File: src/rtl/sb_pkg.sv
package sb_pkg;

  typedef enum logic [1:0] {
    CLS_LOGIC  = 2'd0,
    CLS_ARITH  = 2'd1,
    CLS_SATRND = 2'd2,
    CLS_MULDIV = 2'd3
  } op_class_e;

  localparam int LAT_W = 2;

  // Value loaded into a countdown at issue: result latency minus one.
  function automatic logic [LAT_W-1:0] class_load(input op_class_e c);
    logic [LAT_W-1:0] v;
    case (c)
      CLS_LOGIC:  v = 2'd0;
      CLS_ARITH:  v = 2'd1;
      CLS_SATRND: v = 2'd2;
      default:    v = 2'd0;
    endcase
    return v;
  endfunction

  // Multiply-class results are interlocked by the multiply unit itself.
  function automatic logic class_tracked(input op_class_e c);
    return c != CLS_MULDIV;
  endfunction

endpackage

File: src/rtl/sb_lat_cnt.sv
module sb_lat_cnt #(
  parameter int W = 2
) (
  input  logic         clk,
  input  logic         rst_n,
  input  logic         load,
  input  logic [W-1:0] load_val,
  output logic         busy
);
  logic [W-1:0] cnt_q;

  always_ff @(posedge clk) begin
    if (!rst_n)            cnt_q <= '0;
    else if (load)         cnt_q <= load_val;
    else if (cnt_q != '0)  cnt_q <= cnt_q - 1'b1;
  end

  assign busy = (cnt_q != '0);
endmodule

File: src/rtl/sb_inflight.sv
module sb_inflight #(
  parameter int CW = 4
) (
  input  logic          clk,
  input  logic          rst_n,
  input  logic          fire,
  input  logic          grad,
  input  logic          multi_wr_fire,
  output logic [CW-1:0] count,
  output logic          empty,
  output logic          full,
  output logic          drain_hold
);
  localparam logic [CW-1:0] CMAX = {CW{1'b1}};

  logic [CW-1:0] cnt_q, cnt_n;
  logic          hold_q, hold_n;
  logic          dec;

  assign dec = grad && (cnt_q != '0);

  always_comb begin
    cnt_n = cnt_q;
    case ({fire, dec})
      2'b10:   cnt_n = cnt_q + 1'b1;
      2'b01:   cnt_n = cnt_q - 1'b1;
      default: cnt_n = cnt_q;
    endcase
    hold_n = (hold_q || multi_wr_fire) && (cnt_n != '0);
  end

  always_ff @(posedge clk) begin
    if (!rst_n) begin
      cnt_q  <= '0;
      hold_q <= 1'b0;
    end else begin
      cnt_q  <= cnt_n;
      hold_q <= hold_n;
    end
  end

  assign count      = cnt_q;
  assign empty      = (cnt_q == '0);
  assign full       = (cnt_q == CMAX);
  assign drain_hold = hold_q;
endmodule

File: src/rtl/sb_issue_ctl.sv
module sb_issue_ctl #(
  parameter int NREG = 32,
  parameter int NFLD = 4,
  localparam int TAGW = $clog2(NREG)
) (
  input  logic [TAGW-1:0] src0,
  input  logic [TAGW-1:0] src1,
  input  logic [NFLD-1:0] frd,
  input  logic [NFLD-1:0] fwr,
  input  logic [NREG-1:0] reg_busy,
  input  logic [NFLD-1:0] fld_busy,
  input  logic            empty,
  input  logic            full,
  input  logic            drain_hold,
  output logic            ready,
  output logic            multi_rd,
  output logic            multi_wr
);
  logic reg_hazard;
  logic fld_ok;

  // More than one bit set: clearing the lowest set bit leaves a nonzero value.
  assign multi_rd = (frd & (frd - 1'b1)) != '0;
  assign multi_wr = (fwr & (fwr - 1'b1)) != '0;

  always_comb begin
    reg_hazard = reg_busy[src0] || reg_busy[src1];
    if (multi_rd) fld_ok = empty;
    else          fld_ok = (frd & fld_busy) == '0;
    ready = !drain_hold && !full && !reg_hazard && fld_ok;
  end
endmodule

File: src/rtl/issue_scoreboard.sv
module issue_scoreboard #(
  parameter int NREG = 32,
  parameter int NFLD = 4,
  parameter int CW   = 4,
  localparam int TAGW = $clog2(NREG)
) (
  input  logic            clk,
  input  logic            rst_n,
  input  logic            iss_valid,
  output logic            iss_ready,
  input  logic [1:0]      iss_cls,
  input  logic [TAGW-1:0] iss_src0,
  input  logic [TAGW-1:0] iss_src1,
  input  logic [TAGW-1:0] iss_dst,
  input  logic            iss_dst_we,
  input  logic [NFLD-1:0] iss_frd,
  input  logic [NFLD-1:0] iss_fwr,
  input  logic            grad,
  output logic [NREG-1:0] reg_busy,
  output logic [NFLD-1:0] fld_busy,
  output logic [CW-1:0]   inflight
);
  import sb_pkg::*;

  op_class_e        cls;
  logic             fire;
  logic             tracked;
  logic [LAT_W-1:0] ld_val;
  logic             empty, full, drain_hold;
  logic             multi_rd, multi_wr;

  assign cls     = op_class_e'(iss_cls);
  assign fire    = iss_valid && iss_ready;
  assign tracked = class_tracked(cls);
  assign ld_val  = class_load(cls);

  // Register countdowns; register 0 is hard-wired idle.
  for (genvar i = 0; i < NREG; i++) begin : g_reg
    if (i == 0) begin : g_zero
      assign reg_busy[i] = 1'b0;
    end else begin : g_cnt
      logic ld;
      assign ld = fire && tracked && iss_dst_we && (iss_dst == TAGW'(i));
      sb_lat_cnt #(.W(LAT_W)) u_cnt (
        .clk      (clk),
        .rst_n    (rst_n),
        .load     (ld),
        .load_val (ld_val),
        .busy     (reg_busy[i])
      );
    end
  end

  // Control-register fields, each its own pseudo-register.
  for (genvar f = 0; f < NFLD; f++) begin : g_fld
    logic ld;
    assign ld = fire && tracked && iss_fwr[f];
    sb_lat_cnt #(.W(LAT_W)) u_cnt (
      .clk      (clk),
      .rst_n    (rst_n),
      .load     (ld),
      .load_val (ld_val),
      .busy     (fld_busy[f])
    );
  end

  sb_inflight #(.CW(CW)) u_infl (
    .clk           (clk),
    .rst_n         (rst_n),
    .fire          (fire),
    .grad          (grad),
    .multi_wr_fire (fire && multi_wr),
    .count         (inflight),
    .empty         (empty),
    .full          (full),
    .drain_hold    (drain_hold)
  );

  sb_issue_ctl #(.NREG(NREG), .NFLD(NFLD)) u_ctl (
    .src0       (iss_src0),
    .src1       (iss_src1),
    .frd        (iss_frd),
    .fwr        (iss_fwr),
    .reg_busy   (reg_busy),
    .fld_busy   (fld_busy),
    .empty      (empty),
    .full       (full),
    .drain_hold (drain_hold),
    .ready      (iss_ready),
    .multi_rd   (multi_rd),
    .multi_wr   (multi_wr)
  );
endmodule

File: config.mk
export PLATFORM = sky130hd
export DESIGN_NAME = issue_scoreboard
export DESIGN_NICKNAME = d
export VERILOG_FILES = /design/src/rtl/sb_pkg.sv /design/src/rtl/sb_lat_cnt.sv /design/src/rtl/sb_inflight.sv /design/src/rtl/sb_issue_ctl.sv /design/src/rtl/issue_scoreboard.sv
export SDC_FILE = /design/constraint.sdc
export NUM_CORES = 1
export LEC_CHECK = 0
export BUFFER_PORTS_ARGS = -buffer_cell sky130_fd_sc_hd__buf_2
export CORE_ASPECT_RATIO = 0.9
export CORE_UTILIZATION = 60
export CTS_BUF_LIST = sky130_fd_sc_hd__clkbuf_4 sky130_fd_sc_hd__clkbuf_8
export DETAILED_ROUTE_END_ITERATION = 8
export PLACE_DENSITY = 0.9
export SLEW_MARGIN = 0
export SYNTH_ARGS = -nofsm -noshare
export SYNTH_HDL_FRONTEND = slang
export SYNTH_HIERARCHICAL = 1
export SYNTH_SLANG_ARGS = --single-unit
File: constraint.sdc
create_clock -name clk -period 4.6 [get_ports clk]
set_input_delay 0.92 -clock clk [delete_from_list [all_inputs] [get_ports clk]]
set_output_delay 0.92 -clock clk [all_outputs]
set_load 0.01 [all_outputs]
==> out/results.md <==
| Result | Value |
| --- | --- |
| Status | finished, violations left |
| Violations in the final reports | DRC |
| Buffer depth of the longest clock path | 2 |
| Total power divided by cell area | 613.7 nW/um^2 |
| Port buffer count | 69 |
| Unrepaired setup endpoints after global routing | false |
| Most common library cell in the layout ignoring fill and taps | sky130_fd_sc_hd__inv_1 |
| WP data required | 4.84 ns |
| Top-level port count | 71 |
| Share of flip-flops with an asynchronous set or reset after synthesis | 0 |
| Total count of max-transition violations in the final report | 0 |
| Largest clock skew in the final design | 0.006291 ns |
| Min Tclk post-route | 4.028 ns |
| Die Y-Extent | 93.30 um |
| Overall Power | 3.803 mW |
| Synthesis Warnings | 6 |
| Average routed wire per standard cell | 16.88 um |
| Area of the mapped netlist | 5557 um^2 |
| Peak supply drop | 0.3358 mV |
| Met2 WL | 6826 um |
| Final hold viol count | 0 |
| Routed met3 length | 1040 um |
| Share of cells above drive strength 1 | 0.2069 |
| Area added between synthesis and finish | 11.53% |
| Worst setup path endpoint | u_infl/drain_hold |
| Commonest non-fill, non-tap cells in the layout | sky130_fd_sc_hd__inv_1 (108), sky130_fd_sc_hd__dfxtp_1 (75), sky130_fd_sc_hd__nand3_1 (74) |
| Leakage dissipation | 2.844 nW |
| Sequential cell area fraction in the yosys report | 0.2702 |
| Placed standard-cell area | 6030 um^2 |
| Final setup TNS | 0 ns |
| Gp weighted congestion | 0.9142 |
| Number of standard cells after synthesis | 643 |
| CTS sink count | 75 |
| Post-cts hold buffer count | 0 |
| Critical Path Start Type | input pin |
| Crit path cell chain | buf_2 -> mux4_1 -> mux4_2 -> nand2_1 -> and4b_1 -> and2_1 -> inv_1 -> ha_1 -> ha_1 -> a21oi_1 -> and2_2 -> xnor3_1 -> a221oi_1 |
| Number of cells upsized or downsized after cts | 0 |
| Clock tree from TritonCTS | yes |
| Initial DRC count | 370 |
| FF+latch area | 1501 um^2 |
| First-pass GRT wire length | 23,000 um |
| Post-route ant nets | 0 |
| GRT Resource Usage Total | 0.3122 |
| Post-detailed-routing wire length | 14,160 um |
| Number of optimization iterations in the first detailed-route pass | 7 |
| Min-Delay Path Class | reg2reg |
| Depth of the worst register-to-register path | 15 |
| DR DRC count | 1 |
| TritonCTS buffer count | 9 |
| Final worst hold slack | 0.5624 ns |
| Crit path arrival time | 4.27 ns |
| Via-per-instance ratio | 5.900 |
| Worst R2R Setup Slack | 0.65 ns |
| Number of enable flip-flop cells after synthesis | 0 |
| Tightest slew margin relative to the limit | 0.3352 |
| Count of state elements after synthesis | 75 |
| Setup violation total in the final timing report | 0 |
| Buffer type at the clock tree root | sky130_fd_sc_hd__clkbuf_8 |
| Final standard cell area without fillers | 6197 um^2 |
| Largest net degree at the start of global routing | 55 |
| Critical path peak fanout | 7 |
| Crit-path slowest cell | sky130_fd_sc_hd__mux4_1 |
| Highest routing layer actually used | met4 |
| Diode insertion count for antenna repair | 0 |
| Cell count along the critical path | 13 |
| Worst skew pair latency | 0.35 ns |
| Setup CP Type | in2reg |
| Via count of the first global-routing pass | 4,957 |
| Gr ovfl total | 0 |
| Cell family contributing the most delay on the critical path | multiplexers |
| Library cell appearing most often on the critical path | sky130_fd_sc_hd__ha_1 |
| Starting density of the core | 0.6337 |
| Chip Width | 103.4 um |
| Worst slew pin tran | 0.9951 ns |
| Share of the cycle needed by the critical path after routing | 0.8756 |
| Count of max-cap constraint violations | 0 |
| Syn_area_per_cell | 8.642 um^2 |
| FMAX | 0.2483 GHz |
| Area of combinational cells with multiple inputs | 3598 um^2 |
| FILL cells | 662 |
| Detailed-placement wirelength estimate | 10,530 um |
| Most common flop cell mapped by yosys | sky130_fd_sc_hd__dfxtp_1 |
| Final-stage net count | 785 |
| Cell Rows | 32 |
| Delay of the slowest cell on the worst path | 0.57 ns |
| Std-Cell Core Area | 8768 um^2 |
| Worst setup path startpoint | iss_src1[0] |
| Post CTS Setup Buffer Count | 0 |
| Number of antenna violations at the first check in global routing | 0 |
| Sum of routed wire segments on met1 | 5746 um |
| Clock transition at the registers of the reported paths | 0.08 ns |
| Origin of the critical flop-to-flop path | g_reg[18].g_cnt.u_cnt/cnt_q[0] |
| Synth unique cells | 53 |
| FF-to-FF End | u_infl/drain_hold |
| Element type at the critical path end | register |
| Die area | 9650 um^2 |
| Via count | 4,950 |
| CTS H-Tree Depth | 3 |
| Buffers and inverters on the worst path | 2 |
| Final core utilization | 0.7068 |
## worst min-delay path, delay by kind of cell (launching register included)
family,cells,cell delay [ns]
AO/OA/AOI/OAI,2,0.15
flip-flops,1,0.37
## per-stage QoR
stage	std cells	worst slack, ns
2_1_floorplan	645	0.3705
3_3_place_gp	824	0.4201
3_5_place_dp	824	0.2542
4_1_cts	839	0.6243
5_1_grt	839	0.4729
6_report	839	0.5721
## final cells by class
type,instances,area share
Clock buffer,12,0.02463
Sequential cell,75,0.2423
Clock inverter,3,0.002423
Tap cell,119,0.02403
Multi-Input combinational cell,449,0.5807
Timing Repair Buffer,73,0.06057
Inverter,108,0.06541
## flip-flops by register name, summed over array words and instances (netlist names)
name	cells
g.g_cnt.u_cnt/cnt_q	62
g_fld.u_cnt/cnt_q	8
u_infl/count	4
u_infl/drain_hold	1
## per-layer routing
metal  track usage  vias to the layer above
li1              -                     2328
met1        0.3723                     2363
met2        0.5309                      206
met3       0.07549                       53
met4        0.1315                        0
met5             0                        -
## Yosys cell counts, types with 7 or more instances
library cell / n / area [um^2]
sky130_fd_sc_hd__buf_2: 7 / 35.03
sky130_fd_sc_hd__o21ai_0: 37 / 185.2
sky130_fd_sc_hd__xor2_1: 36 / 315.3
sky130_fd_sc_hd__inv_1: 108 / 405.4
sky130_fd_sc_hd__and2b_1: 35 / 262.8
sky130_fd_sc_hd__mux4_2: 13 / 292.8
sky130_fd_sc_hd__dfxtp_1: 75 / 1501
sky130_fd_sc_hd__o31ai_2: 35 / 437.9
sky130_fd_sc_hd__nor2b_1: 39 / 244.0
sky130_fd_sc_hd__nand2b_1: 39 / 244.0
sky130_fd_sc_hd__ha_1: 38 / 475.5
sky130_fd_sc_hd__mux2i_1: 7 / 70.07
sky130_fd_sc_hd__nand3_1: 74 / 370.4
sky130_fd_sc_hd__nor2_1: 29 / 108.9
## report_power, final
part / leakage, nW / switching (mW) / internal [mW]
Sequential: 0.623 / 0.156 / 0.905
Clock: 0.0928 / 0.244 / 0.217
Combinational: 2.13 / 1.22 / 1.06
Total: 2.84 / 1.62 / 2.18
## worst min path at each step
| stage | start | to | slack (ns) | cells past startpoint |
|---|---|---|---|---|
| global placement | u_infl/count[3] | u_infl/count[3] | 0.52 | 2 |
| floorplan | u_infl/drain_hold | u_infl/drain_hold | 0.51 | 2 |
| global route | g_reg[1].g_cnt.u_cnt/cnt_q[0] | g_reg[1].g_cnt.u_cnt/cnt_q[0] | 0.60 | 2 |
| finish | u_infl/count[3] | u_infl/count[3] | 0.56 | 2 |
| detailed placement | u_infl/count[3] | u_infl/count[3] | 0.54 | 2 |
| CTS | u_infl/count[3] | u_infl/count[3] | 0.55 | 2 |
## kinds of logic (layout without fill, tap and decap cells)
family,count (synthesis),in the layout,share of synthesized area
and+or+nand+nor,258,258,0.2781
buffers and inverters,121,196,0.08534
AOI/OAI and AO/OA,86,86,0.1308
DFF,75,75,0.2702
adders and majority gates,40,40,0.09097
xor gates and xnor gates,38,38,0.06237
muxes,24,24,0.08151
other,1,3,0.0006749
Note: power is estimated with default switching activity, not from simulation.
